--- config.mk ---
export PLATFORM = sky130hd
export DESIGN_NAME = vsq_elem_seq
export DESIGN_NICKNAME = d
export VERILOG_FILES = /design/src/rtl/vsq_pkg.sv /design/src/rtl/vsq_opnd_ctr.sv /design/src/rtl/vsq_pred_sel.sv /design/src/rtl/vsq_ctrl.sv /design/src/rtl/vsq_elem_seq.sv
export SDC_FILE = /design/constraint.sdc
export NUM_CORES = 1
export LEC_CHECK = 0
export BUFFER_PORTS_ARGS = -buffer_cell sky130_fd_sc_hd__buf_2
export CORE_UTILIZATION = 55
export CTS_CLUSTER_SIZE = 20
export DETAILED_ROUTE_END_ITERATION = 8
export PLACE_DENSITY = 0.8
export SYNTH_ARGS = -nofsm -noshare
export SYNTH_HDL_FRONTEND = slang
export SYNTH_HIERARCHICAL = 1
export SYNTH_SLANG_ARGS = --single-unit
--- constraint.sdc ---
create_clock -name clk -period 5.3 [get_ports clk]
set_input_delay 1.06 -clock clk [delete_from_list [all_inputs] [get_ports clk]]
set_output_delay 1.06 -clock clk [all_outputs]
set_load 0.05 [all_outputs]
--- src/rtl/vsq_pkg.sv ---
package vsq_pkg;
    localparam int VL_MAX   = 64;
    localparam int VL_W     = 7;
    localparam int REG_W    = 7;
    localparam int NUM_OPND = 3;
    localparam int OP_RD    = 0;
    localparam int OP_RS1   = 1;
    localparam int OP_RS2   = 2;

    typedef enum logic [1:0] {
        ST_IDLE = 2'd0,
        ST_RUN  = 2'd1,
        ST_DONE = 2'd2
    } vsq_state_e;

    typedef enum logic [1:0] {
        ACT_SKIP = 2'd0,
        ACT_ADD  = 2'd1,
        ACT_ZERO = 2'd2
    } vsq_act_e;

    typedef struct packed {
        logic [VL_W-1:0] vl;
        logic            zero_mode;
        logic            rd_vec;
    } vsq_ctl_cfg_t;

    function automatic logic [VL_W-1:0] clamp_vl(input logic [VL_W-1:0] v);
        if (int'(v) > VL_MAX) return VL_W'(VL_MAX);
        return v;
    endfunction

    function automatic vsq_act_e pick_act(input logic bit_on, input logic zmode);
        if (bit_on) return ACT_ADD;
        if (zmode)  return ACT_ZERO;
        return ACT_SKIP;
    endfunction
endpackage

--- src/rtl/vsq_opnd_ctr.sv ---
module vsq_opnd_ctr
    import vsq_pkg::*;
#(
    parameter int RW = REG_W
) (
    input  logic          clk,
    input  logic          rst,
    input  logic          load,
    input  logic          step,
    input  logic          is_vec,
    input  logic [RW-1:0] base,
    output logic [RW-1:0] idx,
    output logic          vec_q
);
    logic [RW-1:0] base_q;
    logic [RW-1:0] off_q;

    always_ff @(posedge clk) begin
        if (rst) begin
            base_q <= '0;
            off_q  <= '0;
            vec_q  <= 1'b0;
        end else if (load) begin
            base_q <= base;
            off_q  <= '0;
            vec_q  <= is_vec;
        end else if (step && vec_q) begin
            off_q <= off_q + RW'(1);
        end
    end

    assign idx = base_q + off_q;
endmodule

--- src/rtl/vsq_pred_sel.sv ---
module vsq_pred_sel
    import vsq_pkg::*;
#(
    parameter int NBITS = VL_MAX,
    parameter int EW    = VL_W
) (
    input  logic             clk,
    input  logic             rst,
    input  logic             load,
    input  logic             pred_en,
    input  logic [NBITS-1:0] mask,
    input  logic [EW-1:0]    elem,
    output logic             cur_bit
);
    logic [NBITS-1:0] mask_q;
    localparam int SW = $clog2(NBITS);

    always_ff @(posedge clk) begin
        if (rst) begin
            mask_q <= '0;
        end else if (load) begin
            mask_q <= pred_en ? mask : {NBITS{1'b1}};
        end
    end

    assign cur_bit = mask_q[elem[SW-1:0]];
endmodule

--- src/rtl/vsq_ctrl.sv ---
module vsq_ctrl
    import vsq_pkg::*;
#(
    parameter int EW = VL_W
) (
    input  logic          clk,
    input  logic          rst,
    input  logic          start,
    input  logic [EW-1:0] vl,
    input  logic          zero_mode,
    input  logic          rd_vec,
    input  logic          cur_bit,
    output logic          load,
    output logic          step,
    output logic [EW-1:0] elem,
    output logic          busy,
    output logic          done,
    output logic          wr_valid,
    output logic          wr_zero,
    output logic          rd_vec_q
);
    vsq_state_e   state_q, state_d;
    vsq_ctl_cfg_t cfg_q;
    logic [EW-1:0] elem_q;
    vsq_act_e     act;
    logic         last;

    assign load = (state_q == ST_IDLE) && start;
    assign step = (state_q == ST_RUN);
    assign act  = pick_act(cur_bit, cfg_q.zero_mode);
    assign last = (elem_q == cfg_q.vl - EW'(1)) || (!cfg_q.rd_vec && cur_bit);

    always_comb begin
        state_d = state_q;
        case (state_q)
            ST_IDLE: if (start) state_d = (clamp_vl(vl) == '0) ? ST_DONE : ST_RUN;
            ST_RUN:  if (last)  state_d = ST_DONE;
            ST_DONE: state_d = ST_IDLE;
            default: state_d = ST_IDLE;
        endcase
    end

    always_ff @(posedge clk) begin
        if (rst) begin
            state_q <= ST_IDLE;
            cfg_q   <= '0;
            elem_q  <= '0;
        end else begin
            state_q <= state_d;
            if (load) begin
                cfg_q.vl        <= clamp_vl(vl);
                cfg_q.zero_mode <= zero_mode;
                cfg_q.rd_vec    <= rd_vec;
                elem_q          <= '0;
            end else if (step) begin
                elem_q <= elem_q + EW'(1);
            end
        end
    end

    assign elem     = elem_q;
    assign busy     = (state_q == ST_RUN);
    assign done     = (state_q == ST_DONE);
    assign wr_valid = busy && (act != ACT_SKIP);
    assign wr_zero  = busy && (act == ACT_ZERO);
    assign rd_vec_q = cfg_q.rd_vec;
endmodule

--- src/rtl/vsq_elem_seq.sv ---
module vsq_elem_seq
    import vsq_pkg::*;
(
    input  logic              clk,
    input  logic              rst,
    input  logic              start,
    input  logic [VL_W-1:0]   vl,
    input  logic              pred_en,
    input  logic [VL_MAX-1:0] pred_mask,
    input  logic              zero_mode,
    input  logic [REG_W-1:0]  rd_base,
    input  logic [REG_W-1:0]  rs1_base,
    input  logic [REG_W-1:0]  rs2_base,
    input  logic              rd_vec,
    input  logic              rs1_vec,
    input  logic              rs2_vec,
    output logic              busy,
    output logic              done,
    output logic [VL_W-1:0]   elem_idx,
    output logic              wr_valid,
    output logic              wr_zero,
    output logic [REG_W-1:0]  rd_idx,
    output logic [REG_W-1:0]  rs1_idx,
    output logic [REG_W-1:0]  rs2_idx
);
    logic load, step, cur_bit, ctl_rd_vec;
    logic [NUM_OPND-1:0]            opnd_vec_in, opnd_vec_q;
    logic [NUM_OPND-1:0][REG_W-1:0] opnd_base, opnd_idx;

    assign opnd_vec_in = {rs2_vec, rs1_vec, rd_vec};
    assign opnd_base   = {rs2_base, rs1_base, rd_base};

    vsq_ctrl #(.EW(VL_W)) u_ctrl (
        .clk(clk), .rst(rst), .start(start), .vl(vl),
        .zero_mode(zero_mode), .rd_vec(rd_vec), .cur_bit(cur_bit),
        .load(load), .step(step), .elem(elem_idx), .busy(busy),
        .done(done), .wr_valid(wr_valid), .wr_zero(wr_zero),
        .rd_vec_q(ctl_rd_vec)
    );

    vsq_pred_sel #(.NBITS(VL_MAX), .EW(VL_W)) u_pred (
        .clk(clk), .rst(rst), .load(load), .pred_en(pred_en),
        .mask(pred_mask), .elem(elem_idx), .cur_bit(cur_bit)
    );

    for (genvar g = 0; g < NUM_OPND; g++) begin : g_opnd
        vsq_opnd_ctr #(.RW(REG_W)) u_ctr (
            .clk(clk), .rst(rst), .load(load), .step(step),
            .is_vec(opnd_vec_in[g]), .base(opnd_base[g]),
            .idx(opnd_idx[g]), .vec_q(opnd_vec_q[g])
        );
    end

    assign rd_idx  = opnd_idx[OP_RD];
    assign rs1_idx = opnd_idx[OP_RS1];
    assign rs2_idx = opnd_idx[OP_RS2];
endmodule

; Yosys cells after proc, flatten, opt, wreduce, memory -nomap -nowiden
; Index checks and enable logic that the tools add are counted.
[totals]
latchBits = 0
mem_count = 0
romBits = 0
reg_bits = 126
ramBits = 0
inputBits = 100
[classes]
n_eq_ne = 6
n_div = 0
mux = 24
mul = 0
reduce_logical = 14
addsub = 8
order_cmp = 2
n_bitwise = 0
shifts = 0
[op_table]
columns = cell, n
row1 = two-way mux 64 bit, 1
row2 = two-way mux 7 bit, 5
row3 = adder 7 x 1 -> 7 bit (second input constant), 4
row4 = adder 7 bit, 3
row5 = two-way mux 2 bit, 7
row6 = two-way mux 1 bit, 9
row7 = == test 7 bit, 1
row8 = greater-than comparator 7 bit (second input constant), 1
row9 = logical AND 1 bit, 7
row10 = logical NOT 7 bit, 1
row11 = less-than comparator 6 x 7 -> 1 bit (second input constant), 1
row12 = subtractor 7 x 1 -> 7 bit (second input constant), 1
row13 = binary-select mux 1 bit (select 6 bit), 1
row14 = == test 2 bit (second input constant), 2
row15 = inequality test 2 bit (second input constant), 2
row16 = one-hot mux 2 bit (2 select lines), 1
row17 = == test 2 x 1 -> 1 bit (second input constant), 1
row18 = logical NOT 2 bit, 1
row19 = AND reduction 2 bit, 1
row20 = nonzero test 2 bit, 1
row21 = OR reduction 2 bit, 1
row22 = logical NOT 1 bit, 1
row23 = logical OR 1 bit, 1

; Logic depth before layout (Yosys ltp)
[logic_depth]
word_depth = 11
ltp_mapped = 10

; Cells and area by module
; Netlist, hierarchy kept.
[by_module_without_submodules]
columns = module, cells_each, area_per_inst_um2, instances
row1 = vsq_pred_sel, 256, 2565.0, 1
row2 = vsq_opnd_ctr, 91, 842.1, 3
row3 = vsq_ctrl, 125, 1039.7, 1

; Least setup slack after synthesis
; No wires, ideal clock.
[synth_path]
kind = register to output
start = reg u_ctrl.elem_q[1] (netlist: u_ctrl/elem[1])
end = out wr_zero
path_buffers = 1
slack_ns = 0.722
path_stages_with_launch = 7
arrival_time_ns = 3.518
required_time_ns = 4.240
cell_sequence = dfxtp_1 -> buf_6 -> mux4_2 -> mux4_2 -> or2_0 -> a32o_1 -> nor3b_1
[synth_between]
elab_chain_len = 6
[synth_rtl]
columns = item, line_no
row1 = from (decl), vsq_ctrl.sv:24  ; logic [EW-1:0] elem_q;
row2 = from (signal assigned), vsq_ctrl.sv:56  ; elem_q <= elem_q + EW'(1);
row3 = binary-select mux 1 bit (select 6 bit), vsq_pred_sel.sv:26  ; assign cur_bit = mask_q[elem[SW-1:0]];
row4 = two-way mux 1 bit (not written as such), vsq_pred_sel.sv:26
row5 = named net cur_bit, vsq_elem_seq.sv:26  ; logic load, step, cur_bit, ctl_rd_vec;
row6 = two-way mux 1 bit, vsq_pkg.sv:34  ; if (bit_on) return ACT_ADD;
row7 = two-way mux 2 bit, vsq_pkg.sv:35  ; if (zmode) return ACT_ZERO;
row8 = == test 2 bit, vsq_ctrl.sv:65  ; assign wr_zero = busy && (act == ACT_ZERO);
row9 = logical AND 1 bit, vsq_ctrl.sv:65
row10 = to (decl), vsq_elem_seq.sv:21  ; output logic wr_zero,
; The timed path passes the listed nets, and every way through them passes these cells. The select of a mux whose other input is x is not followed.

; Worst setup path after layout
; Same ends and word-level chain as after synthesis.

==> results.ini <==
[status]
outcome = finished clean

[cts]
clk_latency_ns = 0.52
htreeDepth = 4
cts.sinks = 127
postCtsHoldBufs = 0
clk_pin_slew_ns = 0.06
clockRootBuffer = clkbuf_8
clk_path_buf_depth = 2
postCtsResizedCells = 0
cts_tree = yes
cts_made_buffers = 17
postCtsSetupRepairBufs = 0

[logic_synthesis]
avgSynthCellArea_um2 = 9.37
synth_cells = 654
seq_area_frac_synth_pct = 41.5
synthesis.nets = 780
synth-edff-count = 0
yosysTopAreaCell = dfxtp_1
yosysWarnings = 6
syn_area_um2 = 6130
ys_types = 60
synth_area_leaders = dfxtp_1, nor2_1, o22ai_1
ys_ff_latch = 127
async_flop_share_pct = 0
synth-main-ff-cell = dfxtp_1
synth_top_area_share_pct = 41.5

[placement]
io_buffers = 131
dpl.hpwl_um = 9840
dpl.cell_count = 886
gp_congestion = 0.824

[drt]
dr_total_vias = 5269
m1WireLength_um = 6050
drc = 0
dr_wl_met3_um = 857
ant_nets = 0
dr_wl_met2_um = 7320
wl_um = 14600
via_per_inst = 5.74
drtIter0Drc = 352
wl_per_cell_um = 15.9
top_layer_used = met4
dr.pass1.iters = 5

[die]
core_um2 = 10800
initial_core_util_pct = 56.6
dieWidth_um = 108
ios = 132
die_h_um = 108
fp-row-count = 38
dieArea_um2 = 11600

[sta]
layout_min_cycle_time_ns = 4.47
setup_viol = 0
fin_skew_ns = 0.00552
rsz0062_at_grt = false
holdWs_ns = 0.466
hold_viol = 0
final.setup.tns_ns = 0
finalCritPeriodShare_pct = 84.4
worst_pin_slew_ns = 1.13
drv_slew = 0
fmax_ghz = 0.224
slew_headroom_pct = 24.3

[job]
cap_violations = 0

[critical_path]
critPathRequiredTime_ns = 4.24
cp.arrival_ns = 3.41
worstReg2RegStart = u_ctrl/elem[1]
critPathLaunchType = flop
crit_type = reg2out
endpoint_kind = output port
crit_start = u_ctrl/elem[1]
crit_fanout = 18

[finish]
fin_cells = 918
finalNetCount = 891
fillers = 855
drive_above_1_share_pct = 24.2
multi_input_area_um2 = 3350
final_common_cell = buf_2
syn2layout_area_growth_pct = 21.4
layout_common_cells = buf_2, dfxtp_1, nor2_1
n_antenna_cell = 0
regArea_um2 = 2540

[global_routing]
first_global_vias = 5220
antenna_found_initial = 0
grt_max_degree = 106
grt-ovfl-total = 0
gr-usage-all-layers_pct = 27.1
grt_pass1_wl_um = 24200

[power_and_ir_drop]
finalPower_mw = 3.45
vdd_ir_drop_max_uv = 317
power-per-cell-area_nw_per_um2 = 464
leakage_nw = 3.22

[worst_hold_path]
min_from = u_ctrl/rd_vec_q
hold_path_class = reg2reg

## registers in the layout, indices dropped and copies added (netlist names)
register,count
g_opnd.u_ctr/base_q,21
u_ctrl/rd_vec_q,1
u_ctrl/elem,7
u_pred/mask_q,64
u_ctrl/cfg_q,8
g_opnd.u_ctr/vec_q,3
u_ctrl/state_q,2
g_opnd.u_ctr/off_q,21
## synthesized netlist by cell type (4+ instances only)
cell,n
clkbuf_1,29
mux2i_1,27
o21ai_0,6
a311oi_1,4
nand2_1,32
nor3_1,5
a21oi_1,21
nor2_1,125
or3_1,4
nand3b_1,8
dfxtp_1,127
mux4_2,10
nand3_1,9
and2b_1,4
buf_1,4
xor2_1,19
a21o_1,4
nand4_1,15
buf_2,4
xnor2_1,21
ha_1,23
inv_1,16
o22ai_1,63
mux4_1,7
## metrics by stage
step | instance area, µm² | worst slack [ns] | util, %
after global routing | 7440 | 0.567 | 68.7
after floorplan | 6130 | 0.722 | -
after global placement | 6800 | 1.49 | 62.8
after detailed placement | 6800 | 1.41 | 62.8
after CTS | 7440 | 0.832 | 68.7
final | 7440 | 0.828 | 68.7
## where the power goes
part           switching [mW]  internal (mW)
Sequential              0.141           1.13
Clock                   0.407          0.826
Combinational           0.547          0.401
## area by class of cell
class,instances,share of cell area [%]
Multi-Input combinational cell,469,45.0
Sequential cell,127,34.2
Timing Repair Buffer,132,8.94
Clock buffer,23,6.54
Tap cell,140,2.35
Clock inverter,9,2.07
Inverter,18,0.924
## kinds of logic after synthesis
group	Yosys count	synth area share (%)
mux	44	11.1
fa+ha+maj	26	5.67
xor+xnor	45	7.33
compound gates	127	13.5
flops	127	41.5
simple gates	227	17.0
buf+inv	58	3.90
## worst paths after layout
kind                                           to  slack (ns)  depth (start not counted)
worst max-delay path                      wr_zero        0.83                          6
worst max register to register  u_ctrl/state_q[1]        2.16                          7
worst min register to register    u_ctrl/rd_vec_q        0.47                          2
worst min-delay path              u_ctrl/rd_vec_q        0.47                          2
## layer usage
| layer | global-route usage, % | vias to the layer above |
|---|---|---|
| li1 | - | 2575 |
| met1 | 32.8 | 2480 |
| met2 | 45.7 | 182 |
| met3 | 6.05 | 32 |
| met4 | 12.1 | 0 |
| met5 | 0 | - |
## worst max-delay path: stages, from the launching register on
cell,delay [ns]
dfxtp_1,0.76
mux4_1,0.65
mux4_2,0.45
or2_0,0.23
a32o_1,0.28
nor3b_1,0.21
buf_2,0.29
Note: power is estimated with default switching activity, not from simulation.
